### src/rtl/pdly_pkg.sv
package pdly_pkg;

    typedef enum logic {
        CNT_IDLE = 1'b0,
        CNT_RUN  = 1'b1
    } cnt_state_e;

    typedef enum logic {
        LK_FREE = 1'b0,
        LK_BUSY = 1'b1
    } lock_state_e;

    typedef enum logic {
        LD_IDLE  = 1'b0,
        LD_ARMED = 1'b1
    } ld_state_e;

endpackage

### src/rtl/pdly_counter.sv
module pdly_counter
    import pdly_pkg::*;
#(
    parameter int CNT_W = 16
) (
    input  logic             clk,
    input  logic             rst_n,
    input  logic             trig_in,
    output logic             trig_rise,
    output logic             running,
    output logic [CNT_W-1:0] cnt
);

    localparam logic [CNT_W-1:0] CNT_MAX = '1;

    cnt_state_e       st_q, st_d;
    logic             trig_q;
    logic [CNT_W-1:0] cnt_q;

    assign trig_rise = trig_in & ~trig_q;
    assign running   = (st_q == CNT_RUN);
    assign cnt       = cnt_q;

    // next-state logic
    always_comb begin
        st_d = st_q;
        unique case (st_q)
            CNT_IDLE: if (trig_rise) st_d = CNT_RUN;
            CNT_RUN: begin
                if (trig_rise)              st_d = CNT_RUN;
                else if (cnt_q == CNT_MAX)  st_d = CNT_IDLE;
            end
            default: st_d = CNT_IDLE;
        endcase
    end

    // state register
    always_ff @(posedge clk or negedge rst_n) begin
        if (!rst_n) st_q <= CNT_IDLE;
        else        st_q <= st_d;
    end

    // datapath: edge detector and count
    always_ff @(posedge clk or negedge rst_n) begin
        if (!rst_n) begin
            trig_q <= 1'b0;
            cnt_q  <= '0;
        end else begin
            trig_q <= trig_in;
            if (trig_rise)
                cnt_q <= '0;
            else if (st_q == CNT_RUN && cnt_q != CNT_MAX)
                cnt_q <= cnt_q + 1'b1;
        end
    end

    // a rise always starts a fresh count at zero
    p_restart_r2: assert property (@(posedge clk) disable iff (!rst_n)
        trig_rise |=> (running && cnt == '0));

    // a held-high trigger is not a second rise
    p_level_no_rise_r2: assert property (@(posedge clk) disable iff (!rst_n)
        (trig_in && $past(trig_in)) |-> !trig_rise);

endmodule

### src/rtl/pdly_dlyreg.sv
module pdly_dlyreg
    import pdly_pkg::*;
#(
    parameter int CNT_W = 16,
    parameter int N_CH  = 2,
    parameter int IDX_W = 1
) (
    input  logic                       clk,
    input  logic                       rst_n,
    input  logic                       wr_en,
    input  logic [IDX_W-1:0]           wr_sel,
    input  logic [CNT_W-1:0]           wr_val,
    input  logic                       ldok_set,
    input  logic                       trig_rise,
    output logic                       ldok,
    output logic [N_CH-1:0][CNT_W-1:0] dly_act
);

    ld_state_e ld_q, ld_d;
    logic      transfer;

    assign transfer = trig_rise && (ld_q == LD_ARMED);
    assign ldok     = (ld_q == LD_ARMED);

    always_comb begin
        ld_d = ld_q;
        unique case (ld_q)
            LD_IDLE:  if (ldok_set) ld_d = LD_ARMED;
            LD_ARMED: if (trig_rise && !ldok_set) ld_d = LD_IDLE;
            default:  ld_d = LD_IDLE;
        endcase
    end

    always_ff @(posedge clk or negedge rst_n) begin
        if (!rst_n) ld_q <= LD_IDLE;
        else        ld_q <= ld_d;
    end

    for (genvar g = 0; g < N_CH; g++) begin : g_slot
        logic [CNT_W-1:0] buf_q;
        logic [CNT_W-1:0] act_q;

        always_ff @(posedge clk or negedge rst_n) begin
            if (!rst_n) begin
                buf_q <= '0;
                act_q <= '0;
            end else begin
                if (wr_en && wr_sel == IDX_W'(g))
                    buf_q <= wr_val;
                if (transfer)
                    act_q <= buf_q;
            end
        end

        assign dly_act[g] = act_q;
    end

    // the transfer consumes the load-OK flag
    p_ldok_clear_r9: assert property (@(posedge clk) disable iff (!rst_n)
        (ldok && trig_rise && !ldok_set) |=> !ldok);

    // without a trigger the flag holds
    p_ldok_hold_r9: assert property (@(posedge clk) disable iff (!rst_n)
        (ldok && !trig_rise) |=> ldok);

    // active delays move only on a transfer
    p_act_stable_r8: assert property (@(posedge clk) disable iff (!rst_n)
        !(trig_rise && ldok) |=> $stable(dly_act));

endmodule

### src/rtl/pdly_chan.sv
module pdly_chan
    import pdly_pkg::*;
#(
    parameter int CNT_W = 16
) (
    input  logic             clk,
    input  logic             rst_n,
    input  logic             trig_rise,
    input  logic             running,
    input  logic [CNT_W-1:0] cnt,
    input  logic [CNT_W-1:0] dly,
    input  logic             fire,
    input  logic             conv_done,
    output logic             due,
    output logic             pretrig,
    output logic             lock
);

    lock_state_e lk_q, lk_d;
    logic        fired_q;
    logic        pulse_q;

    assign due     = running && (cnt == dly) && !fired_q;
    assign lock    = (lk_q == LK_BUSY);
    assign pretrig = pulse_q;

    always_comb begin
        lk_d = lk_q;
        unique case (lk_q)
            LK_FREE: if (fire)      lk_d = LK_BUSY;
            LK_BUSY: if (conv_done) lk_d = LK_FREE;
            default: lk_d = LK_FREE;
        endcase
    end

    always_ff @(posedge clk or negedge rst_n) begin
        if (!rst_n) lk_q <= LK_FREE;
        else        lk_q <= lk_d;
    end

    // once-per-period marker and registered pulse
    always_ff @(posedge clk or negedge rst_n) begin
        if (!rst_n) begin
            fired_q <= 1'b0;
            pulse_q <= 1'b0;
        end else begin
            pulse_q <= fire;
            if (trig_rise)
                fired_q <= 1'b0;
            else if (due)
                fired_q <= 1'b1;
        end
    end

    // lock comes up together with the pulse
    p_lock_with_pulse_r4: assert property (@(posedge clk) disable iff (!rst_n)
        fire |=> (pretrig && lock));

    // lock only drops on its own completion
    p_lock_hold_r4: assert property (@(posedge clk) disable iff (!rst_n)
        (lock && !conv_done) |=> lock);

    // pulse is a single cycle
    p_single_pulse_r2: assert property (@(posedge clk) disable iff (!rst_n)
        pretrig |=> !pretrig);

endmodule

### src/rtl/pretrig_seq.sv
module pretrig_seq #(
    parameter  int CNT_W = 16,
    parameter  int N_CH  = 2,
    localparam int IDX_W = (N_CH > 1) ? $clog2(N_CH) : 1
) (
    input  logic             clk,
    input  logic             rst_n,
    input  logic             trig_in,
    input  logic             dly_wr_en,
    input  logic [IDX_W-1:0] dly_wr_sel,
    input  logic [CNT_W-1:0] dly_wr_val,
    input  logic             ldok_set,
    output logic             ldok,
    input  logic [N_CH-1:0]  conv_done,
    output logic [N_CH-1:0]  pretrig,
    output logic [N_CH-1:0]  lock,
    output logic             seq_err,
    input  logic             seq_err_clr
);

    logic                       trig_rise;
    logic                       running;
    logic [CNT_W-1:0]           cnt;
    logic [N_CH-1:0][CNT_W-1:0] dly_act;
    logic [N_CH-1:0]            due;
    logic [N_CH-1:0]            fire;
    logic                       any_lock;
    logic                       collide;
    logic                       err_q;

    pdly_counter #(.CNT_W(CNT_W)) u_cnt (
        .clk       (clk),
        .rst_n     (rst_n),
        .trig_in   (trig_in),
        .trig_rise (trig_rise),
        .running   (running),
        .cnt       (cnt)
    );

    pdly_dlyreg #(.CNT_W(CNT_W), .N_CH(N_CH), .IDX_W(IDX_W)) u_dly (
        .clk       (clk),
        .rst_n     (rst_n),
        .wr_en     (dly_wr_en),
        .wr_sel    (dly_wr_sel),
        .wr_val    (dly_wr_val),
        .ldok_set  (ldok_set),
        .trig_rise (trig_rise),
        .ldok      (ldok),
        .dly_act   (dly_act)
    );

    for (genvar c = 0; c < N_CH; c++) begin : g_ch
        pdly_chan #(.CNT_W(CNT_W)) u_ch (
            .clk       (clk),
            .rst_n     (rst_n),
            .trig_rise (trig_rise),
            .running   (running),
            .cnt       (cnt),
            .dly       (dly_act[c]),
            .fire      (fire[c]),
            .conv_done (conv_done[c]),
            .due       (due[c]),
            .pretrig   (pretrig[c]),
            .lock      (lock[c])
        );
    end

    assign any_lock = |lock;

    // grant: converter free, lowest due index wins
    always_comb begin
        logic seen;
        seen = 1'b0;
        for (int i = 0; i < N_CH; i++) begin
            fire[i] = due[i] && !any_lock && !seen;
            seen    = seen | due[i];
        end
    end

    assign collide = |(due & ~fire);

    always_ff @(posedge clk or negedge rst_n) begin
        if (!rst_n)           err_q <= 1'b0;
        else if (collide)     err_q <= 1'b1;
        else if (seq_err_clr) err_q <= 1'b0;
    end

    assign seq_err = err_q;

    // at most one pre-trigger per cycle
    p_onehot_r6: assert property (@(posedge clk) disable iff (!rst_n)
        $onehot0(pretrig));

    // nothing fires while a conversion is outstanding
    p_blocked_r5: assert property (@(posedge clk) disable iff (!rst_n)
        any_lock |=> (pretrig == '0));

    // a due channel meeting a lock raises the error
    p_err_on_clash_r5: assert property (@(posedge clk) disable iff (!rst_n)
        (|due && any_lock) |=> seq_err);

    // the flag is sticky without a clear
    p_err_sticky_r7: assert property (@(posedge clk) disable iff (!rst_n)
        (seq_err && !seq_err_clr) |=> seq_err);

endmodule

### config.mk
export PLATFORM = sky130hd
export DESIGN_NAME = pretrig_seq
export DESIGN_NICKNAME = d
export VERILOG_FILES = /design/src/rtl/pdly_pkg.sv /design/src/rtl/pdly_counter.sv /design/src/rtl/pdly_dlyreg.sv /design/src/rtl/pdly_chan.sv /design/src/rtl/pretrig_seq.sv
export SDC_FILE = /design/constraint.sdc
export NUM_CORES = 1
export LEC_CHECK = 0
export ABC_AREA = 1
export BUFFER_PORTS_ARGS = -buffer_cell sky130_fd_sc_hd__buf_2
export CELL_PAD_IN_SITES_DETAIL_PLACEMENT = 0
export CELL_PAD_IN_SITES_GLOBAL_PLACEMENT = 1
export CORE_MARGIN = 4
export CORE_UTILIZATION = 25
export CTS_CLUSTER_SIZE = 10
export DETAILED_ROUTE_END_ITERATION = 12
export GPL_ROUTABILITY_DRIVEN = 0
export GPL_TIMING_DRIVEN = 0
export PLACE_DENSITY = 0.52
export SLEW_MARGIN = 10
export SYNTH_ARGS = -nofsm -noshare
export SYNTH_HDL_FRONTEND = slang
export SYNTH_SLANG_ARGS = --single-unit
### constraint.sdc
create_clock -name clk -period 1.54 [get_ports clk]
set_input_delay 0.385 -clock clk [delete_from_list [all_inputs] [get_ports clk]]
set_output_delay 0.385 -clock clk [all_outputs]
set_load 0.005 [all_outputs]
==> metrics.txt, run 1 <==
Psw slightly above 2 mW; antenna cells 0; worst path bufs/invs 1; core area around 0.017 mm^2; Reg2Reg Launch Point u_cnt.cnt[8]$_DFFE_PN0P_; die area 0.0201 mm^2; FF+latch area about 0.0023 mm^2; CP Launch Point u_cnt.cnt[8]$_DFFE_PN0P_; vias in the first global route 3,967; critical path type register to register; clk slew on worst S/H paths 0.07 ns; Post-synth ARST share 100%; share of layout cells above drive strength 1 29.4%; total track usage 14.4%; Cell Pwr Density between 1000 and 1500 mW/mm^2; register area share after synthesis between 50% and 60%; final core utilization 34.0%; f_max about 0.64 GHz; final slew viol count 0; CTS Sinks 90; failing checks setup timing; hpwl dp 10,500 um; Peak VDD IR between 0.6 and 0.7 mV; DRC viols 0; post-synthesis net count between 600 and 700; Syn. warnings 0; Routed Antenna Nets 0; DRT met1 WL 6600 um; Critical Path AT ~1.8 ns; Int Power around 4.5 mW; synthesis-to-layout area growth 32.3%; end point of the critical path g_ch[1].u_ch.lock$_DFF_PN0_; worst-skew pair later-pin latency between 0.3 and 0.4 ns; clock network fraction of total power 34.2%; Logic pwr share between 20% and 30%; Max Cap Viol 0; met2 WL 6550 um; DIE WIDTH between 100 and 150 um; root buffer cell clkbuf_16; WP depth 8; DR vias 3,928; crit-path cells buf_6, xnor2_1, nand2_1, nor2_1, nand3_2, nor2_2, nand3_1, o21ai_1; Mapped Area ~0.0045 mm^2; Main synth FF type dfrtp_1; RR Endpoint g_ch[1].u_ch.lock$_DFF_PN0_; H-Tree Depth 3; vias per cell about 4.4; RSZ-0062 raised after global routing yes; outcome finished with violations; initial antenna violation count 0; I/O Buffers 30; crit path time final 1.56 ns; Hold Vio Cnt, Final 0; nets 685; Iteration-0 DRC Markers roughly 240; Total Routed Length 13,900 um; I/O pin count 31; Max Root-Sink Buffers 2; sw frac 31.0%; crit-path max FO 7; Hold WS between 0.02 and 0.025 ns; Tcrit/Tclk final 101%; DP Area 0.00495 mm^2; CTS buffer count 9; CTS tree built; Critical Path Slowest Stage Cell dfrtp_1; met3 wire length between 300 and 400 um; relative slew slack 58.0%; Post-synth EDFFs 0; largest net degree at the start of global routing between 50 and 60; Final Skew around 0.0096 ns; Design Power 6.55 mW; total congestion overflow 0; Sequential Power Share 45.0%; cts hold-fix bufs 0; Req. time, crit path roughly 1.8 ns; syn avg cell area between 7 and 8 um^2; Final WS setup -0.0194 ns; Synth cell types 36; area of the multi-input gates 0.00208 mm^2; die height approximately 140 um; Tightest Pin Transition 0.629 ns; Cells after Synth between 500 and 600; Critical Path Source Type register; Starting Density between 20% and 30%; synthesis-stage register bit count 90; Routed WL per cell between 15 and 20 um; final setup violation count 3; CP max stage delay between 0.3 and 0.4 ns; leakage power ~2.9 nW; worst hold path class input port to asynchronous set/reset pin; Top Layer Used met4; TritonRoute pass-1 iters 5; reg2reg path depth 8; Finished Cell Area between 0.005 and 0.006 mm^2; filler instances 1,853; first-pass GRT wire length 22,200 um; crit end category register; Crit path max-delay family simple AND/OR/NAND/NOR gates; Cell Rows 48; r2r setup slk -0.02 ns
logic make-up (layout without fill, tap and decap cells):
kind of cell / after synthesis / after routing / share of synthesized area [%]
compound gates: 96 / 96 / 11.6
xor+xnor: 10 / 10 / 1.96
fa+ha+maj: 1 / 1 / 0.280
buf+inv: 103 / 190 / 9.21
flops: 90 / 90 / 50.4
mux: 3 / 3 / 0.755
simple gates: 273 / 273 / 25.9
worst reg2reg max path, stage by stage (launching register included):
cell	delay (ns)
dfrtp_1	0.37
buf_6	0.14
xnor2_1	0.23
nand2_1	0.08
nor2_1	0.27
nand3_2	0.13
nor2_2	0.12
nand3_1	0.07
o21ai_1	0.08
worst min-delay path by stage:
stage	from	endpoint	slack (ns)	cells past startpoint
after CTS	rst_n	u_cnt.cnt[13]$_DFFE_PN0P_	0.03	1
after global placement	u_dly.g_slot[0].buf_q[7]$_DFFE_PN0P_	u_dly.g_slot[0].buf_q[7]$_DFFE_PN0P_	0.47	2
after detailed placement	rst_n	u_cnt.cnt[13]$_DFFE_PN0P_	0.41	1
after floorplan	rst_n	g_ch[0].u_ch.fired_q$_DFFE_PN0P_	0.09	0
after global routing	rst_n	u_cnt.cnt[13]$_DFFE_PN0P_	0.06	1
final	rst_n	u_cnt.cnt[13]$_DFFE_PN0P_	0.02	1
cell usage in the layout, fill, tap and decap left out, drive strengths merged:
master,n
xnor2,7
clkbuf,23
nand2,145
nand3,21
a21o,1
clkinv,4
and3b,1
nand4,11
inv,80
ha,1
bufinv,1
a21oi,39
nor3,11
dfrtp,90
o21bai,1
o221ai,1
nand3b,1
buf,80
nor2,82
o21ai,51
mux2,3
and3,1
o211ai,1
xor2,3
clkinvlp,2
o22ai,2
synthesized netlist by cell type, drive strengths merged, types with 3 or more instances:
| cell | instances | area share (%) |
|---|---|---|
| a21oi | 39 | 4.6 |
| xnor2 | 7 | 1.4 |
| o21ai | 51 | 6.0 |
| inv | 82 | 6.9 |
| dfrtp | 90 | 50 |
| mux2 | 3 | 0.76 |
| nand4 | 11 | 1.5 |
| nor2 | 82 | 7.0 |
| nor3 | 11 | 1.5 |
| xor2 | 3 | 0.59 |
| buf | 8 | 1.2 |
| nand3 | 21 | 2.5 |
| clkbuf | 12 | 1.0 |
| nand2 | 145 | 13 |
layout make-up:
type,count,share of cell area (%)
clock inverter,4,0.888
multi-input combinational,383,35.2
inverter,83,5.54
sequential,90,38.4
tap,225,4.76
buffer,20,2.14
timing repair buffer,72,9.05
clock buffer,11,4.10
per-stage QoR:
| step | cells | setup slack (ns) | setup TNS (ns) |
|---|---|---|---|
| 2_1_floorplan | 576 | 0.00393 | 0 |
| 3_3_place_gp | 831 | -0.875 | -100.69 |
| 3_5_place_dp | 832 | -0.766 | -22.59 |
| 4_1_cts | 863 | -0.0470 | -0.146 |
| 5_1_grt | 888 | -0.133 | -1.30 |
| 6_report | 888 | -0.0194 | -0.0353 |
repair_timing:
item	4_1_cts	5_1_grt
cloned	1	0
setup endpoints to repair	57	43
buffers inserted	15	25
pin swaps	12	37
gates resized for setup	60	51
power by group through the flow:
| stage | Clock (mW) | Sequential, mW | Combinational, mW |
|---|---|---|---|
| floorplan | 0 | 2.89 | 0.799 |
| global placement | 0 | 2.98 | 1.13 |
| detailed placement | 0 | 2.98 | 1.16 |
| CTS | 2.31 | 2.94 | 1.24 |
| global route | 2.41 | 2.99 | 1.56 |
| finish | 2.24 | 2.95 | 1.36 |
registers in the layout, indices dropped and copies added (netlist names):
name,flops
u_dly.g_slot.act_q,32
u_dly.g_slot.buf_q,32
u_cnt.cnt,16
g_ch.u_ch.fired_q,2
g_ch.u_ch.lock,2
g_ch.u_ch.pretrig,2
seq_err,1
u_cnt.running,1
u_cnt.trig_q,1
u_dly.ldok,1
metal layers:
layer	global-route usage [%]	vias up
met5	0	-
met4	5.20	0
met3	2.66	19
met2	23.2	57
met1	19.5	1870
li1	-	1982
Power figures use the tool's default switching activity.
==> run 2: changes to the inputs <==
--- a/config.mk
+++ b/config.mk
@@ -10,13 +10,14 @@
 export CELL_PAD_IN_SITES_DETAIL_PLACEMENT = 0
 export CELL_PAD_IN_SITES_GLOBAL_PLACEMENT = 1
 export CORE_MARGIN = 4
-export CORE_UTILIZATION = 25
+export CORE_UTILIZATION = 40
 export CTS_CLUSTER_SIZE = 10
 export DETAILED_ROUTE_END_ITERATION = 12
 export GPL_ROUTABILITY_DRIVEN = 0
 export GPL_TIMING_DRIVEN = 0
-export PLACE_DENSITY = 0.52
+export PLACE_DENSITY = 0.77
 export SLEW_MARGIN = 10
 export SYNTH_ARGS = -nofsm -noshare
 export SYNTH_HDL_FRONTEND = slang
+export SYNTH_HIERARCHICAL = 1
 export SYNTH_SLANG_ARGS = --single-unit
==> metrics.txt, run 2 <==
outcome finished with violations; Hold WS 0.0446 ns (+0.0238 ns); root buffer cell clkbuf_16; final slew viol count 0 (unchanged); Crit path max-delay family simple AND/OR/NAND/NOR gates; nets 794 (+16%); final setup violation count 21 (+18); CTS buffer count 9 (unchanged); total track usage 19.5% (+5.0 points); largest cells by area after synthesis dfrtp_1 46%, nand2_1 21%, nand3_1 8.5%, inv_1 6.1%, nor2_1 4.9%; met3 capacity usage during global routing 5.03% (+2.4 points); Critical Path Source Type register; DP Area 0.00536 mm^2 (+8.2%); Mapped Area 0.00494 mm^2 (+11%); Iteration-0 DRC Markers 357 (+52%); Placed Instances 885 (+6.4%); most instantiated cells after synthesis 273 x nand2_1, 90 x dfrtp_1, 84 x nand3_1, 80 x inv_1, 65 x nor2_1; Tightest Pin Transition 0.631 ns (+0.00200 ns); critical path type register to register; Post-synth ARST share 100% (unchanged); crit-path cells buf_6, ha_4, nand2_4, nor2_4, nand2_4, o21ai_4, nand2_4, inv_4, buf_12, buf_8, nand2_2, nand2_1; pre-CTS setup slack -0.524 ns (+0.242 ns); Final Skew 0.00848 ns (-0.00114 ns); post-synth top area cell dfrtp_1; I/O pin count 31 (unchanged); die area 0.0142 mm^2 (-29%); share of layout cells above drive strength 1 25.2% (-4.2 points); DRC viols 0 (unchanged); count leader, synth nand2_1; synthesis-to-layout area growth 24.4%; Post-synth EDFFs 0 (unchanged); Cell Pwr Density 1130 mW/mm^2 (+2.1%); synthesis-stage register bit count 90 (unchanged); Peak VDD IR 0.739 mV (+11%); grt met2 use 31.8% (+8.7 points); met1 usage 24.6% (+5.0 points); I/O Buffers 28 (-6.7%); worst hold path class input port to asynchronous set/reset pin; CTS tree built; worst path bufs/invs 4 (+3); failing checks setup timing; H-Tree Depth 3 (unchanged); Main synth FF type dfrtp_1; antenna cells 0 (unchanged); CP dominant cell by count nand2_4; initial antenna violation count 0 (unchanged); CP max stage delay 0.47 ns (+0.10 ns); Starting Density 41.0% (+15 points); clk slew on worst S/H paths 0.07 ns (about the same); Syn. warnings 6 (+6); Critical Path AT 2.06 ns (+0.23 ns); Finished Layout Cells 941 (+6.0%); vias per cell 4.86 (+9.8%); Hold Vio Cnt, Final 0 (unchanged); syn avg cell area 7.19 um^2 (-7.4%); Final WS setup -0.236 ns (-0.216 ns); Routed Antenna Nets 0 (unchanged); RSZ-0062 raised after global routing yes; core area 0.0121 mm^2 (-31%); Max Root-Sink Buffers 2 (unchanged); total congestion overflow 0 (unchanged); largest net degree at the start of global routing 47 (-11%); TritonRoute pass-1 iters 5 (unchanged); Total Routed Length 13,500 um (-2.3%); GR peak layer met2; post-synthesis net count 714 (+19%); Critical Path Slowest Stage Cell dfrtp_2; Cells after Synth 688 (+19%); Routed WL per cell 14.4 um (-7.8%); crit-path max FO 7 (unchanged); Req. time, crit path 1.83 ns (+0.02 ns); f_max 0.563 GHz (-12%); commonest cells after routing, fill and taps aside 252 x nand2_1, 81 x nand3_1, 75 x inv_1, 75 x dfrtp_1, 56 x nor2_1; relative slew slack 57.9% (-0.13 points); leading cell type in the layout, fill and taps excluded nand2_1; crit path time final 1.78 ns (+0.216 ns); leakage power 3.24 nW (+11%); crit end category register; die height 119 um (-16%); Cell Rows 40 (-17%); register area share after synthesis 45.6% (-4.8 points); Synth cell types 35 (-2.8%); hpwl dp 9360 um (-10%); DIE WIDTH 119 um (-16%); Synth top area share 45.6% (-4.8 points); DR vias 4,569 (+16%); CTS Sinks 90 (unchanged); Max Cap Viol 0 (unchanged); vias in the first global route 4,423 (+11%); Finished Cell Area 0.00615 mm^2 (+3.9%); cts hold-fix bufs 0 (unchanged); Tcrit/Tclk final 115% (+14 points); worst-skew pair later-pin latency 0.35 ns (about the same); first-pass GRT wire length 21,700 um (-2.0%)
-- run 2: worst register-to-register path: cells and delay by family (launching register included) --
family                     cells  cell delay (ns)
adders and majority gates      1             0.14
buffers and inverters          4             0.45
and+or+nand+nor                6             0.49
DFF                            1             0.47
AOI/OAI and AO/OA              1             0.17
-- run 2: final timing paths --
check / startpoint / endpoint / slack [ns] / cells past startpoint
setup / recovery: u_cnt/cnt[1]$_DFFE_PN0P_ / u_cnt/cnt[7]$_DFFE_PN0P_ / -0.24 / 12
hold / removal: rst_n / u_cnt/cnt[4]$_DFFE_PN0P_ / 0.04 / 1
setup reg to reg: u_cnt/cnt[1]$_DFFE_PN0P_ / u_cnt/cnt[7]$_DFFE_PN0P_ / -0.24 / 12
hold reg to reg: u_dly/g_slot[1].buf_q[14]$_DFFE_PN0P_ / u_dly/g_slot[1].buf_q[14]$_DFFE_PN0P_ / 0.47 / 2
max in group asynchronous: rst_n / u_dly/g_slot[1].buf_q[7]$_DFFE_PN0P_ / 0.85 / 2
min in group clk: trig_in / u_cnt/trig_q$_DFF_PN0_ / 0.16 / 1
-- run 2: area by class of cell --
type | instances | area [um^2]
tap | 168 | 210
buffer | 21 | 170
sequential | 90 | 2270
clock inverter | 7 | 77.6
clock buffer | 9 | 225
inverter | 83 | 319
multi-input combinational | 496 | 2380
fill | 1224 | 5910
timing repair buffer | 67 | 495
-- run 2: logic make-up after synthesis --
| family | count (synthesis) | synth area share, % |
|---|---|---|
| AO/OA/AOI/OAI | 24 | 3.06 |
| XOR/XNOR | 7 | 1.24 |
| adder cells (fa/ha/maj) | 1 | 0.253 |
| buffers and inverters | 104 | 9.79 |
| flip-flops | 90 | 45.6 |
| AND/OR/NAND/NOR | 462 | 40.1 |
-- run 2: report_power, final --
group	internal, mW	switching, mW	leakage [nW]	total [mW]
registers	2.71	0.360	1.13	3.07
clock network	1.27	0.963	0.152	2.24
logic	0.717	0.924	1.96	1.64
total	4.70	2.25	3.24	6.95
-- run 2: per-stage QoR --
step / util [%] / TNS [ns] / total power, mW
after CTS: 49.1 / -1.90 / 6.83
after global routing: 51.0 / -4.63 / 7.42
after floorplan: - / 0 / 4.00
after detailed placement: 44.4 / -17.66 / 4.46
final: 51.0 / -3.09 / 6.95
after global placement: 44.1 / -83.89 / 4.40
-- run 2: layer usage --
layer	vias to the layer above	share of wire (%)	wire length, um
li1	2299	-	-
met4	0	3.4	464
met5	-	0	0
met3	32	5.0	679
met2	122	48	6510
met1	2116	43	5870
-- run 2: repair_timing --
action / CTS / global route
setup buffers: 19 / 19
resized for setup: 31 / 33
gates cloned: 1 / 2
endpoints found under the setup margin: 55 / 53
pin swaps: 9 / 14
